<file path="src/rtl/qseq_pkg.sv">
package qseq_pkg;

  typedef enum logic [1:0] {
    PH_Q1 = 2'd0,
    PH_Q2 = 2'd1,
    PH_Q3 = 2'd2,
    PH_Q4 = 2'd3
  } phase_e;

  localparam int NUM_PHASES = 4;

endpackage

</file>
<file path="src/rtl/qseq_phase_gen.sv">
module qseq_phase_gen
  import qseq_pkg::*;
(
  input  logic                  clk,
  input  logic                  rst_n,
  output phase_e                ph,
  output logic [NUM_PHASES-1:0] q_strobe,
  output logic                  qclk
);

  phase_e ph_nxt;

  always_comb begin
    ph_nxt = phase_e'(ph + 2'd1);
  end

  always_ff @(posedge clk or negedge rst_n) begin
    if (!rst_n) ph <= PH_Q1;
    else        ph <= ph_nxt;
  end

  for (genvar gi = 0; gi < NUM_PHASES; gi++) begin : g_strobe
    assign q_strobe[gi] = (ph == phase_e'(gi));
  end

  // the upper phase bit separates Q1/Q2 from Q3/Q4
  assign qclk = ph[1];

endmodule

</file>
<file path="src/rtl/qseq_pc_unit.sv">
module qseq_pc_unit
  import qseq_pkg::*;
#(
  parameter int ADDR_W = 16,
  parameter int STEP   = 2
) (
  input  logic              clk,
  input  logic              rst_n,
  input  phase_e            ph,
  input  logic              take,
  input  logic [ADDR_W-1:0] target,
  output logic [ADDR_W-1:0] fetch_addr,
  output logic [ADDR_W-1:0] pc
);

  logic              pc_en, fa_en;
  logic [ADDR_W-1:0] pc_nxt, fa_nxt;

  always_comb begin
    pc_en  = (ph == PH_Q1);
    fa_en  = (ph == PH_Q4);
    pc_nxt = fetch_addr + ADDR_W'(STEP);
    fa_nxt = take ? target : pc;
  end

  always_ff @(posedge clk or negedge rst_n) begin
    if (!rst_n) begin
      pc         <= '0;
      fetch_addr <= '0;
    end else begin
      if (pc_en) pc         <= pc_nxt;
      if (fa_en) fetch_addr <= fa_nxt;
    end
  end

endmodule

</file>
<file path="src/rtl/qseq_pipe.sv">
module qseq_pipe
  import qseq_pkg::*;
#(
  parameter int WORD_W = 16
) (
  input  logic              clk,
  input  logic              rst_n,
  input  phase_e            ph,
  input  logic [WORD_W-1:0] rdata,
  input  logic              br_req,
  output logic              take,
  output logic              ex_valid,
  output logic [WORD_W-1:0] ir
);

  logic [WORD_W-1:0] hold;
  logic              hold_en, ir_en, ex_valid_nxt;

  always_comb begin
    hold_en      = (ph == PH_Q3);
    ir_en        = (ph == PH_Q4);
    take         = ir_en & br_req & ex_valid;
    ex_valid_nxt = ~take;
  end

  always_ff @(posedge clk or negedge rst_n) begin
    if (!rst_n) begin
      hold     <= '0;
      ir       <= '0;
      ex_valid <= 1'b0;
    end else begin
      if (hold_en) hold <= rdata;
      if (ir_en) begin
        ir       <= hold;
        ex_valid <= ex_valid_nxt;
      end
    end
  end

endmodule

</file>
<file path="src/rtl/qseq_top.sv">
module qseq_top
  import qseq_pkg::*;
#(
  parameter int ADDR_W = 16,
  parameter int WORD_W = 16
) (
  input  logic              clk,
  input  logic              rst_n,
  output logic [ADDR_W-1:0] imem_addr,
  input  logic [WORD_W-1:0] imem_rdata,
  output logic [ADDR_W-1:0] pc_out,
  output logic [WORD_W-1:0] ir_word,
  output logic [3:0]        q_phase,
  output logic              clk_out,
  output logic              dmem_rd,
  output logic              dmem_wr,
  input  logic              br_req,
  input  logic [ADDR_W-1:0] br_target,
  output logic              flush
);

  localparam int STEP = WORD_W / 8;

  logic   rst_meta_n, rst_q_n;
  phase_e ph;
  logic   take, ex_valid;

  always_ff @(posedge clk or negedge rst_n) begin
    if (!rst_n) begin
      rst_meta_n <= 1'b0;
      rst_q_n    <= 1'b0;
    end else begin
      rst_meta_n <= 1'b1;
      rst_q_n    <= rst_meta_n;
    end
  end

  qseq_phase_gen u_phase (
    .clk      (clk),
    .rst_n    (rst_q_n),
    .ph       (ph),
    .q_strobe (q_phase),
    .qclk     (clk_out)
  );

  qseq_pc_unit #(.ADDR_W(ADDR_W), .STEP(STEP)) u_pc (
    .clk        (clk),
    .rst_n      (rst_q_n),
    .ph         (ph),
    .take       (take),
    .target     (br_target),
    .fetch_addr (imem_addr),
    .pc         (pc_out)
  );

  qseq_pipe #(.WORD_W(WORD_W)) u_pipe (
    .clk      (clk),
    .rst_n    (rst_q_n),
    .ph       (ph),
    .rdata    (imem_rdata),
    .br_req   (br_req),
    .take     (take),
    .ex_valid (ex_valid),
    .ir       (ir_word)
  );

  assign flush   = ~ex_valid;
  assign dmem_rd = ex_valid & q_phase[1];
  assign dmem_wr = ex_valid & q_phase[3];

endmodule

</file>
<file path="config.mk">
export PLATFORM = sky130hd
export DESIGN_NAME = qseq_top
export DESIGN_NICKNAME = d
export VERILOG_FILES = /design/src/rtl/qseq_pkg.sv /design/src/rtl/qseq_phase_gen.sv /design/src/rtl/qseq_pc_unit.sv /design/src/rtl/qseq_pipe.sv /design/src/rtl/qseq_top.sv
export SDC_FILE = /design/constraint.sdc
export NUM_CORES = 1
export LEC_CHECK = 0
export BUFFER_PORTS_ARGS = -buffer_cell sky130_fd_sc_hd__buf_4
export CAP_MARGIN = 20
export CORE_ASPECT_RATIO = 1.1
export CORE_MARGIN = 3
export CORE_UTILIZATION = 30
export CTS_BUF_LIST = sky130_fd_sc_hd__clkbuf_2
export DETAILED_ROUTE_END_ITERATION = 8
export GPL_TIMING_DRIVEN = 0
export PLACE_DENSITY = 0.58
export SLEW_MARGIN = 20
export SYNTH_ARGS = -nofsm -noshare
export SYNTH_HDL_FRONTEND = slang
export SYNTH_SLANG_ARGS = --single-unit
</file>
<file path="constraint.sdc">
create_clock -name clk -period 3.5 [get_ports clk]
set_input_delay 0.35 -clock clk [delete_from_list [all_inputs] [get_ports clk]]
set_output_delay 0.35 -clock clk [all_outputs]
set_load 0.005 [all_outputs]
</file>
# Word-level counts from Yosys, hierarchy flattened
# Cells that the tools add are included.
dict set report word_totals {
  reg_bits 69
  input_bits 35
  output_inout_bits 56
  word_cells 21
}
dict set report op_classes {
  n_addsub 2
  n_eq_ne 3
  mux 1
  n_bitwise 6
  n_reduce_logical 1
}
# cell n
set ops {}
lappend ops {{$add 16x2->16 const B} 1}
lappend ops {{$mux 16} 1}
lappend ops {{$and 1x1->1} 4}
lappend ops {{$eq 2x2->1 const B} 2}
lappend ops {{$add 2x1->2 const B} 1}
lappend ops {{$eq 2x1->1 const B} 1}
lappend ops {{$logic_not 2->1} 1}
lappend ops {{$not 1->1} 2}

# Longest topological paths before layout
# Gate-level depths: netlist of the first run.
dict set report depth {
  word_depth 4
  mapped_depth 6
  depth_no_buf 5
}

# Modules after synthesis
# A second synthesis of the first run with hierarchy kept.
dict set report unflattened {
  hier_cells 248
  area_unflattened_um2 3076.7
}
# mod instances cells_each area_each_um2 seq_area_each_um2
set modules_own_cells {}
lappend modules_own_cells {qseq_pc_unit 1 160 1606.5 800.8}
lappend modules_own_cells {qseq_pipe 1 73 1285.0 825.8}
lappend modules_own_cells {qseq_phase_gen 1 9 115.1 50.0}
lappend modules_own_cells {qseq_top 1 6 70.1 50.0}

# Worst setup path after synthesis of the first run
# No wires, ideal clock.
dict set report synth_timing {
  path_type {flip-flop to flip-flop}
  start {reg u_phase.ph[1]}
  end {reg u_pc.fetch_addr[0]}
  setup_time_ns 0.137
  t_arrival_ns 1.464
  required_ns 3.363
  slack_ns 1.899
  path_stages_with_launch 7
  n_path_buf 1
  synth_period_minus_slack_ns 1.601
  cell_sequence {dfrtp_1 ha_1 and2_1 nand2_2 buf_6 mux2i_1 a21oi_1}
}
dict set report synth_between {
  elab_chain_len 4
}
# item line_no
set synth_rtl {}
lappend synth_rtl {{start, declared} qseq_phase_gen.sv:6} ;# output phase_e ph,
lappend synth_rtl {{start signal, assigned} qseq_phase_gen.sv:19} ;# else ph <= ph_nxt;
lappend synth_rtl {{$eq 2x2->1 (*)} qseq_pc_unit.sv:21} ;# fa_en = (ph == PH_Q4);
lappend synth_rtl {{named net u_pc.fa_en} qseq_pc_unit.sv:16} ;# logic pc_en, fa_en;
lappend synth_rtl {{$and 1x1->1 (2 in a row)} qseq_pipe.sv:22} ;# take = ir_en & br_req & ex_valid;
lappend synth_rtl {{$mux 16} qseq_pc_unit.sv:23} ;# fa_nxt = take ? target : pc;
lappend synth_rtl {{end signal, assigned} qseq_pc_unit.sv:32} ;# if (fa_en) fetch_addr <= fa_nxt;
lappend synth_rtl {{end, declared} qseq_pc_unit.sv:12} ;# output logic [ADDR_W-1:0] fetch_addr,
# The timed path passes the listed nets; every way through them passes the cells marked *.
# A chain may end at the register's enable or synchronous reset.

# Worst setup path after layout of the first run
# Same ends and word-level chain as after synthesis.

==> results of run 1 <==
[state kept, by name, summed over array words and instances, names as in the netlist]
name             cells
u_pc.fetch_addr     16
u_pc.pc             16
u_pipe.hold         16
u_pipe.ir           16
u_phase.ph           2
rst_meta_n           1
rst_q_n              1
u_pipe.ex_valid      1
[final cells by class]
| class | count | area, µm² | share of cell area, % |
|---|---|---|---|
| Sequential cell | 69 | 1730 | 42.05 |
| Multi-Input combinational cell | 153 | 1175 | 28.55 |
| Timing Repair Buffer | 98 | 765.7 | 18.61 |
| Clock inverter | 7 | 146.4 | 3.557 |
| Tap cell | 117 | 146.4 | 3.557 |
| Buffer | 15 | 80.08 | 1.946 |
| Clock buffer | 9 | 45.04 | 1.095 |
| Inverter | 7 | 26.28 | 0.6385 |
[metrics by stage]
stage          worst slack (ns)  instance area [µm²]  std cells  total power, mW  hold slack (ns)
3_5_place_dp              1.435                 3854        452            1.520           0.1342
5_1_grt                   1.204                 4115        475            2.333          0.01665
2_1_floorplan             1.436                 3008        244            1.251          0.05441
4_1_cts                   1.406                 4115        475            2.226          0.02206
3_3_place_gp             0.6318                 3830        451            1.504           0.1336
6_report                  1.477                 4115        475            2.194          0.07926
[logic make-up (layout without fill, tap and decap cells)]
logic type | after synthesis | count (layout) | synth area share [%]
DFF | 69 | 69 | 57.40
and+or+nand+nor | 53 | 53 | 9.609
muxes | 51 | 51 | 18.39
AOI/OAI and AO/OA | 30 | 30 | 5.075
buffers and inverters | 22 | 136 | 3.536
xor gates and xnor gates | 13 | 13 | 3.785
adders and majority gates | 5 | 5 | 2.080
other | 1 | 1 | 0.1247
[per-layer routing]
| metal | GRT usage (%) | part of all wire [%] | vias to the layer above |
|---|---|---|---|
| met5 | 0 | 0 | - |
| met4 | 5.762 | 1.6 | 0 |
| met3 | 3.902 | 7.0 | 11 |
| met2 | 22.43 | 49 | 69 |
| met1 | 17.11 | 42 | 1074 |
| li1 | - | - | 1048 |
[synthesized netlist by cell type, types with 2 or more instances]
cell type	instances	area, µm²
dfrtp_1	69	1727
nor2_1	32	120.1
a21oi_1	29	145.1
mux2_2	26	292.8
mux2i_1	17	170.2
xnor2_1	11	96.34
mux2_1	8	90.09
inv_1	7	26.28
clkbuf_1	6	22.52
ha_1	5	62.56
buf_4	4	30.03
nor4_2	4	50.05
buf_1	3	11.26
nand2_1	3	11.26
nand3_1	3	15.01
nor3_1	3	15.01
and2_1	2	12.51
nand4_2	2	25.02
xor2_1	2	17.52
[how the worst max path moves through the flow]
| stage | from | end | slack (ns) | depth (start not counted) |
|---|---|---|---|---|
| after floorplan | rst_q_n | u_pc.fetch_addr[0] | 1.44 | 0 |
| after global placement | rst_q_n | u_pc.fetch_addr[9] | 0.63 | 0 |
| after detailed placement | u_phase.ph[1] | u_pc.fetch_addr[0] | 1.43 | 4 |
| after CTS | u_phase.ph[1] | u_pc.fetch_addr[0] | 1.41 | 4 |
| after global routing | u_phase.ph[1] | u_pc.fetch_addr[1] | 1.20 | 4 |
| final | u_phase.ph[1] | u_pc.fetch_addr[0] | 1.48 | 4 |
[power breakdown]
part | switching, mW | internal (mW)
registers | 0.148 | 0.913
clock network | 0.309 | 0.385
logic | 0.169 | 0.269
total | 0.627 | 1.57
==> results.json, run 1 <==
{
  "outcome": "completed",
  "antenna_found_initial": 0,
  "drtIter0Drc": 70,
  "cts_inserted_buffers": 9,
  "wire_per_inst_um": 15.41,
  "endpoint_kind": "flop",
  "drive_gt1_share_pct": 41.62,
  "drtPass1Iterations": 4,
  "wl_um": 7322,
  "async_reset_ff_share_pct": 100.0,
  "vias_per_cell": 4.636,
  "synth_nets": 284,
  "netlist_instances": 244,
  "crit_family": "buffers and inverters",
  "dr_total_vias": 2202,
  "fin_nets": 393,
  "ir_drop_v": 0.0002975,
  "critPathBufInv": 2,
  "cp_cell_sequence": "ha_1 > buf_1 > clkbuf_1 > a21oi_1",
  "mostFrequentLayoutCell": "buf_4",
  "hold-path-cell-count": 2,
  "synth_flop_cell": "dfrtp_1",
  "slowest_delay_ns": 0.53,
  "clock_skew_ns": 0.02016,
  "overflow": 0,
  "hold_start": "imem_rdata[13]",
  "grt_max_degree": 43,
  "final_hold_viol_count": 0,
  "period_share_pct": 57.81,
  "crit_type": "reg -> reg",
  "insertion_delay_ns": 0.49,
  "min_path_type": "in -> reg",
  "r2r-start": "u_phase.ph[1]",
  "dp_hpwl_um": 5282,
  "n_antenna_cell": 0,
  "gp_congestion": 0.7188,
  "r2r_cells": 4,
  "grt_use_total_pct": 13.85,
  "clkTransAtPathRegs_ns": 0.20,
  "synth_edf_count": 0,
  "fill_cells": 944,
  "timing.fmax_mhz": 494.2,
  "die_area_mm2": 0.01127,
  "synth.distinct_cells": 27,
  "cp-start-kind": "flop",
  "clock_path_buffers": 2,
  "design.core.area_mm2": 0.009583,
  "drcViolationCount": 0,
  "relSlewSlack_pct": 59.87,
  "die_h_um": 111.0,
  "r2r_slack_ns": 1.48,
  "yosysSeqAreaShare_pct": 57.40,
  "final_cell_mix": "buf_4, dfrtp_1, nor2_1, a21oi_1, mux2_2",
  "rsz0062_at_grt": "no",
  "synth_warnings": 0,
  "fin_setup_tns_ns": 0,
  "rr_endpoint": "u_pc.fetch_addr[0]",
  "grt_pass1_vias": 2404,
  "finalMaxSlewViolations": 0,
  "post_cts_resized": 0,
  "hold_buffers": 7,
  "power-per-cell-area_mw_per_mm2": 533.2,
  "htree_levels": 3,
  "holdPathEnd": "u_pipe.hold[13]",
  "utilization_pct": 42.94,
  "syn_avg_cell_area_um2": 12.33,
  "postCtsSetupBuffers": 0,
  "ant_nets": 0,
  "cap_violations": 0,
  "worstPathRequired_ns": 3.87,
  "pin_count": 91,
  "root_buffer": "clkbuf_2",
  "path_max_fanout": 10,
  "worstPathArrival_ns": 2.39,
  "netlist_area_mm2": 0.003008,
  "p_leak_nw": 1.968,
  "areaGrowthSynthToFinish_pct": 36.81,
  "cpMaxStageDelayCell": "clkbuf_1",
  "port_buffers": 90,
  "clkSinkCount": 69,
  "die_x_um": 101.5,
  "min_period_ns": 2.023,
  "worstMarginPinSlew_ns": 0.6020,
  "cts_tree": "yes",
  "setup_viol": 0,
  "grt_pass1_wl_um": 12190,
  "start_util_pct": 31.39,
  "ys_ff_latch": 69,
  "core.rowCount": 37
}
Note: power is estimated with default switching activity, not from simulation.
==> run 2: changes to the inputs <==
clock period = 2 ns   (was 3.5 ns; I/O delays follow)
==> run 2 against run 1 <==
Sequential share of layout area down 1.9 points. Utilization up 2.1 points. Combinational power up 84%. Critical path depth unchanged. Largest cell class unchanged. Wire length up 0.79%. Critical path type unchanged. Setup slack worse by 1.3 ns. Die area unchanged.
==> results.json, run 2 (synthesized netlist as in run 1, its figures left out) <==
{
  "rsz0062_at_grt": "no",
  "cts_inserted_buffers": 9,
  "areaGrowthSynthToFinish_pct": 43.43,
  "drive_gt1_share_pct": 38.96,
  "worstPathRequired_ns": 2.35,
  "final_hold_viol_count": 0,
  "fin_nets": 420,
  "clock_skew_ns": 0.01361,
  "final_cell_mix": "buf_4, dfrtp_1, dlygate4sd3_1, nor2_1, a21oi_1",
  "pin_count": 91,
  "grt_pass1_vias": 2440,
  "dp_hpwl_um": 5164,
  "cts_tree": "yes",
  "grt_max_degree": 36,
  "r2r_cells": 4,
  "worstPathArrival_ns": 2.14,
  "drcViolationCount": 0,
  "design.core.area_mm2": 0.009583,
  "ir_drop_v": 0.0003388,
  "postCtsSetupBuffers": 0,
  "p_leak_nw": 2.056,
  "cp_cell_sequence": "ha_1 > buf_2 > clkbuf_1 > a21oi_1",
  "die_area_mm2": 0.01127,
  "fin_setup_tns_ns": 0,
  "critPathBufInv": 2,
  "mostFrequentLayoutCell": "buf_4",
  "wl_um": 7380,
  "worstMarginPinSlew_ns": 0.5710,
  "start_util_pct": 31.39,
  "setup_viol": 0,
  "die_h_um": 111.0,
  "n_antenna_cell": 0,
  "fin_ws_ns": 0.2067,
  "holdPathEnd": "u_pc.fetch_addr[8]",
  "r2r-start": "u_phase.ph[1]",
  "clock_path_buffers": 2,
  "fill_cells": 915,
  "power-per-cell-area_mw_per_mm2": 798.1,
  "hold_start": "br_req",
  "slowest_delay_ns": 0.47,
  "dr_total_vias": 2279,
  "cpMaxStageDelayCell": "clkbuf_1",
  "clkSinkCount": 69,
  "htree_levels": 3,
  "endpoint_kind": "flop",
  "cp-start-kind": "flop",
  "min_path_type": "in -> reg",
  "timing.fmax_mhz": 557.6,
  "min_period_ns": 1.793,
  "relSlewSlack_pct": 61.93,
  "path_max_fanout": 10,
  "cap_violations": 0,
  "overflow": 0,
  "r2r_slack_ns": 0.21,
  "antenna_found_initial": 0,
  "drtPass1Iterations": 4,
  "grt_use_total_pct": 13.71,
  "port_buffers": 90,
  "place_inst": 452,
  "dpl_worst_slack_ns": -0.09869,
  "outcome": "completed",
  "rr_endpoint": "u_pc.fetch_addr[14]",
  "crit_family": "buffers and inverters",
  "hold-path-cell-count": 4,
  "clkTransAtPathRegs_ns": 0.19,
  "crit_type": "reg -> reg",
  "vias_per_cell": 4.540,
  "finalMaxSlewViolations": 0,
  "drtIter0Drc": 45,
  "insertion_delay_ns": 0.48,
  "gp_congestion": 0.7734,
  "grt_pass1_wl_um": 12230,
  "ant_nets": 0,
  "die_x_um": 101.5,
  "wire_per_inst_um": 14.70,
  "period_share_pct": 89.67,
  "fin_cells": 502,
  "core.rowCount": 37,
  "root_buffer": "clkbuf_2"
}
[run 2: cell count changes in the layout (fill, tap and decap cells not counted), sizes merged]
| cell | previous run | this run |
|---|---|---|
| clkinv | 2 | 4 |
| inv | 8 | 7 |
| bufinv | 4 | 1 |
| clkinvlp | 0 | 2 |
| dlygate4sd3 | 7 | 34 |
[run 2: final cells by class]
type | instances | area [µm²] | share of cell area [%]
well taps | 117 | 146.4 | 3.393
multi-input cells | 153 | 1180 | 27.35
clock buffers | 9 | 45.04 | 1.044
inverters | 7 | 26.28 | 0.6090
clock inverters | 7 | 66.31 | 1.537
flip-flops and latches | 69 | 1730 | 40.11
repair buffers | 125 | 1036 | 24.01
plain buffers | 15 | 83.83 | 1.943
[run 2: power breakdown]
group          total [mW]  switching [mW]  internal (mW)
clock network       0.776           0.497          0.280
logic               0.808           0.302          0.506
registers            1.86           0.261           1.60
[run 2: stage by stage]
step                area (µm²)  hold slack [ns]  total power [mW]  util [%]
CTS                       4307           0.1970             3.498     44.94
global route              4314           0.1099             3.685     45.02
finish                    4314           0.1707             3.443     45.02
floorplan                 3009         -0.09559             2.189         -
global placement          3831         -0.01600             2.632     39.98
detailed placement        3854         -0.01527             2.656     40.21
[run 2: what timing repair did]
action                                  CTS  global route
cloned                                    0             0
endpoints found under the setup margin   10            13
gates resized for setup                   1             5
hold buffers                             34             0
hold endpoints to repair                 34             0
[run 2: worst min-delay path, cell delays in order]
cell and delay, ns:
buf_4 0.09, nand2_4 0.10, mux2i_1 0.16, a21oi_1 0.08
[run 2: metal layers]
layer	GRT usage [%]	share of wire (%)	wire length, µm	vias to the layer above
met5	0	0	0	-
met4	4.521	1.1	79	0
met3	3.902	5.9	432	7
met2	22.51	48	3568	67
met1	17.13	45	3298	1106
li1	-	-	-	1099
[run 2: worst max-delay path by stage]
stage / startpoint / endpoint / slack (ns) / cells after the start
floorplan: u_phase.ph[1] / u_pc.fetch_addr[0] / 0.40 / 6
global placement: u_phase.ph[1] / u_pc.fetch_addr[0] / -0.08 / 4
detailed placement: u_phase.ph[1] / u_pc.fetch_addr[14] / -0.1 / 4
CTS: u_phase.ph[0] / u_pc.pc[13] / 0.06 / 5
global route: u_phase.ph[1] / u_pc.fetch_addr[14] / 0.009 / 4
finish: u_phase.ph[1] / u_pc.fetch_addr[14] / 0.21 / 4
==> run 3: changes to the inputs <==
CTS_CLUSTER_SIZE = 30   (was not set)
clock period = 1.7 ns   (was 2 ns; I/O delays follow)
==> run 3 against run 2 <==
Register-to-register slack worse by 0.14 ns. Via count up 1.2%. Largest cell class unchanged. Power up 18%. Worst hold slack worse by 0.032 ns. Sequential power up 18%. First-iteration DRC count down 6.7%. Flip-flop and latch count unchanged. Final cell count up 0.60%.
==> results.json, run 3 (synthesized netlist as in run 1, its figures left out) <==
{
  "crit_family": "flip-flops",
  "critPathBufInv": 2,
  "crit_type": "reg -> out",
  "grt_max_degree": 36,
  "drtPass1Iterations": 4,
  "min_period_ns": 1.648,
  "place_inst": 452,
  "grt_pass1_wl_um": 12250,
  "p_clk_share_pct": 22.4,
  "pin_count": 91,
  "path_max_fanout": 4,
  "timing.fmax_mhz": 606.8,
  "die_h_um": 111.0,
  "outcome": "completed",
  "clkSinkCount": 69,
  "mostFrequentLayoutCell": "buf_4",
  "dpl_cell_area_mm2": 0.003854,
  "cpMaxStageDelayCell": "dfrtp_2",
  "clock_skew_ns": 0.01775,
  "clkTransAtPathRegs_ns": 0.20,
  "worstPathArrival_ns": 1.48,
  "comb_power_share_pct": 23.7,
  "wl_um": 7509,
  "cap_violations": 0,
  "htree_levels": 3,
  "period_share_pct": 96.94,
  "worstMarginPinSlew_ns": 0.5959,
  "grt_use_total_pct": 13.74,
  "power-per-cell-area_mw_per_mm2": 916.5,
  "internal-power_mw": 2.811,
  "insertion_delay_ns": 0.48,
  "dr_total_vias": 2306,
  "design.core.area_mm2": 0.009583,
  "pwr-share-seq_pct": 53.9,
  "drtIter0Drc": 42,
  "slowest_delay_ns": 0.47,
  "cts_inserted_buffers": 9,
  "wire_per_inst_um": 14.87,
  "p_leak_nw": 2.089,
  "die_x_um": 101.5,
  "worstPathRequired_ns": 1.53,
  "clock_path_buffers": 2,
  "rsz0062_at_grt": "yes",
  "fin_nets": 423,
  "port_buffers": 90,
  "overflow": 0,
  "antenna_found_initial": 0,
  "drive_gt1_share_pct": 43.56,
  "grt_pass1_vias": 2440,
  "start_util_pct": 31.39,
  "ant_nets": 0,
  "ir_drop_v": 0.0004003,
  "cts_tree": "yes",
  "cp-start-kind": "flop",
  "dp_hpwl_um": 5164,
  "n_antenna_cell": 0,
  "final_cell_mix": "buf_4, dfrtp_1, dlygate4sd3_1, nor2_1, a21oi_1",
  "fin_area_mm2": 0.004439,
  "p_sw_share_pct": 30.90,
  "die_area_mm2": 0.01127,
  "finalMaxSlewViolations": 0,
  "switchingPower_mw": 1.257,
  "cp_cell_sequence": "inv_2 > ha_2 > and2_1 > buf_4",
  "fin_setup_tns_ns": 0,
  "final_hold_viol_count": 0,
  "setup_viol": 0,
  "gp_congestion": 0.7734,
  "core.rowCount": 37,
  "drcViolationCount": 0,
  "relSlewSlack_pct": 60.28,
  "report.power.total_mw": 4.069,
  "endpoint_kind": "primary output",
  "min_path_type": "in -> reg",
  "fin_cells": 505,
  "vias_per_cell": 4.566,
  "root_buffer": "clkbuf_2",
  "areaGrowthSynthToFinish_pct": 47.59
}
-- run 3: worst min-delay path, stage by stage --
cell and delay, ns:
buf_4 0.09, nand2_4 0.10, mux2i_1 0.16, a21oi_1 0.08
-- run 3: power by group through the flow --
stage                     Sequential, mW  Clock, mW  Combinational, mW
after floorplan                     2.18          0              0.394
after global placement              2.23          0              0.867
after detailed placement            2.23          0              0.899
after CTS                           2.19      0.957              0.964
after global routing                2.24       1.04               1.07
final                               2.19      0.913              0.964
-- run 3: per-stage QoR --
stage	util [%]	hold slack, ns	worst slack, ns
4_1_cts	45.38	0.08231	0.001017
2_1_floorplan	-	-0.1256	0.09936
3_3_place_gp	39.98	-0.04600	-0.3839
6_report	46.32	0.1391	0.05198
3_5_place_dp	40.21	-0.04527	-0.3987
5_1_grt	46.32	0.08405	-0.06479
-- run 3: area by class of cell --
class	instances	area, µm²
multi-input cells	153	1240
plain buffers	15	111.4
fillers	903	5144
flip-flops and latches	69	1734
clock inverters	7	66.31
repair buffers	128	1070
inverters	7	26.28
clock buffers	9	45.04
well taps	117	146.4
-- run 3: timing repair --
action | 4_1_cts | 5_1_grt
endpoints found under the setup margin | 52 | 25
buffers inserted | 1 | 2
hold buffers | 34 | 0
pin swaps | 1 | 1
gates resized for setup | 15 | 22
hold endpoints to repair | 34 | 0
-- run 3: worst paths after layout --
path                                    start            endpoint  slack [ns]  cells past startpoint
worst max-delay path            u_phase.ph[1]             dmem_rd        0.05                      4
max in group asynchronous             rst_q_n         u_pc.pc[15]        0.87                      1
worst min-delay path                   br_req  u_pc.fetch_addr[7]        0.14                      4
min in group asynchronous             rst_q_n        u_pipe.ir[5]        0.29                      0
worst min register to register        rst_q_n        u_pipe.ir[5]        0.29                      0
worst max register to register  u_phase.ph[1]  u_pc.fetch_addr[2]        0.07                      6
-- run 3: per-layer routing --
layer,wire (µm),GRT usage [%],part of all wire [%],up-vias
met5,0,0,0,-
met4,76,4.521,1.0,0
met3,500,3.902,6.7,7
met2,3651,22.47,49,73
met1,3280,17.29,44,1118
li1,-,-,-,1108
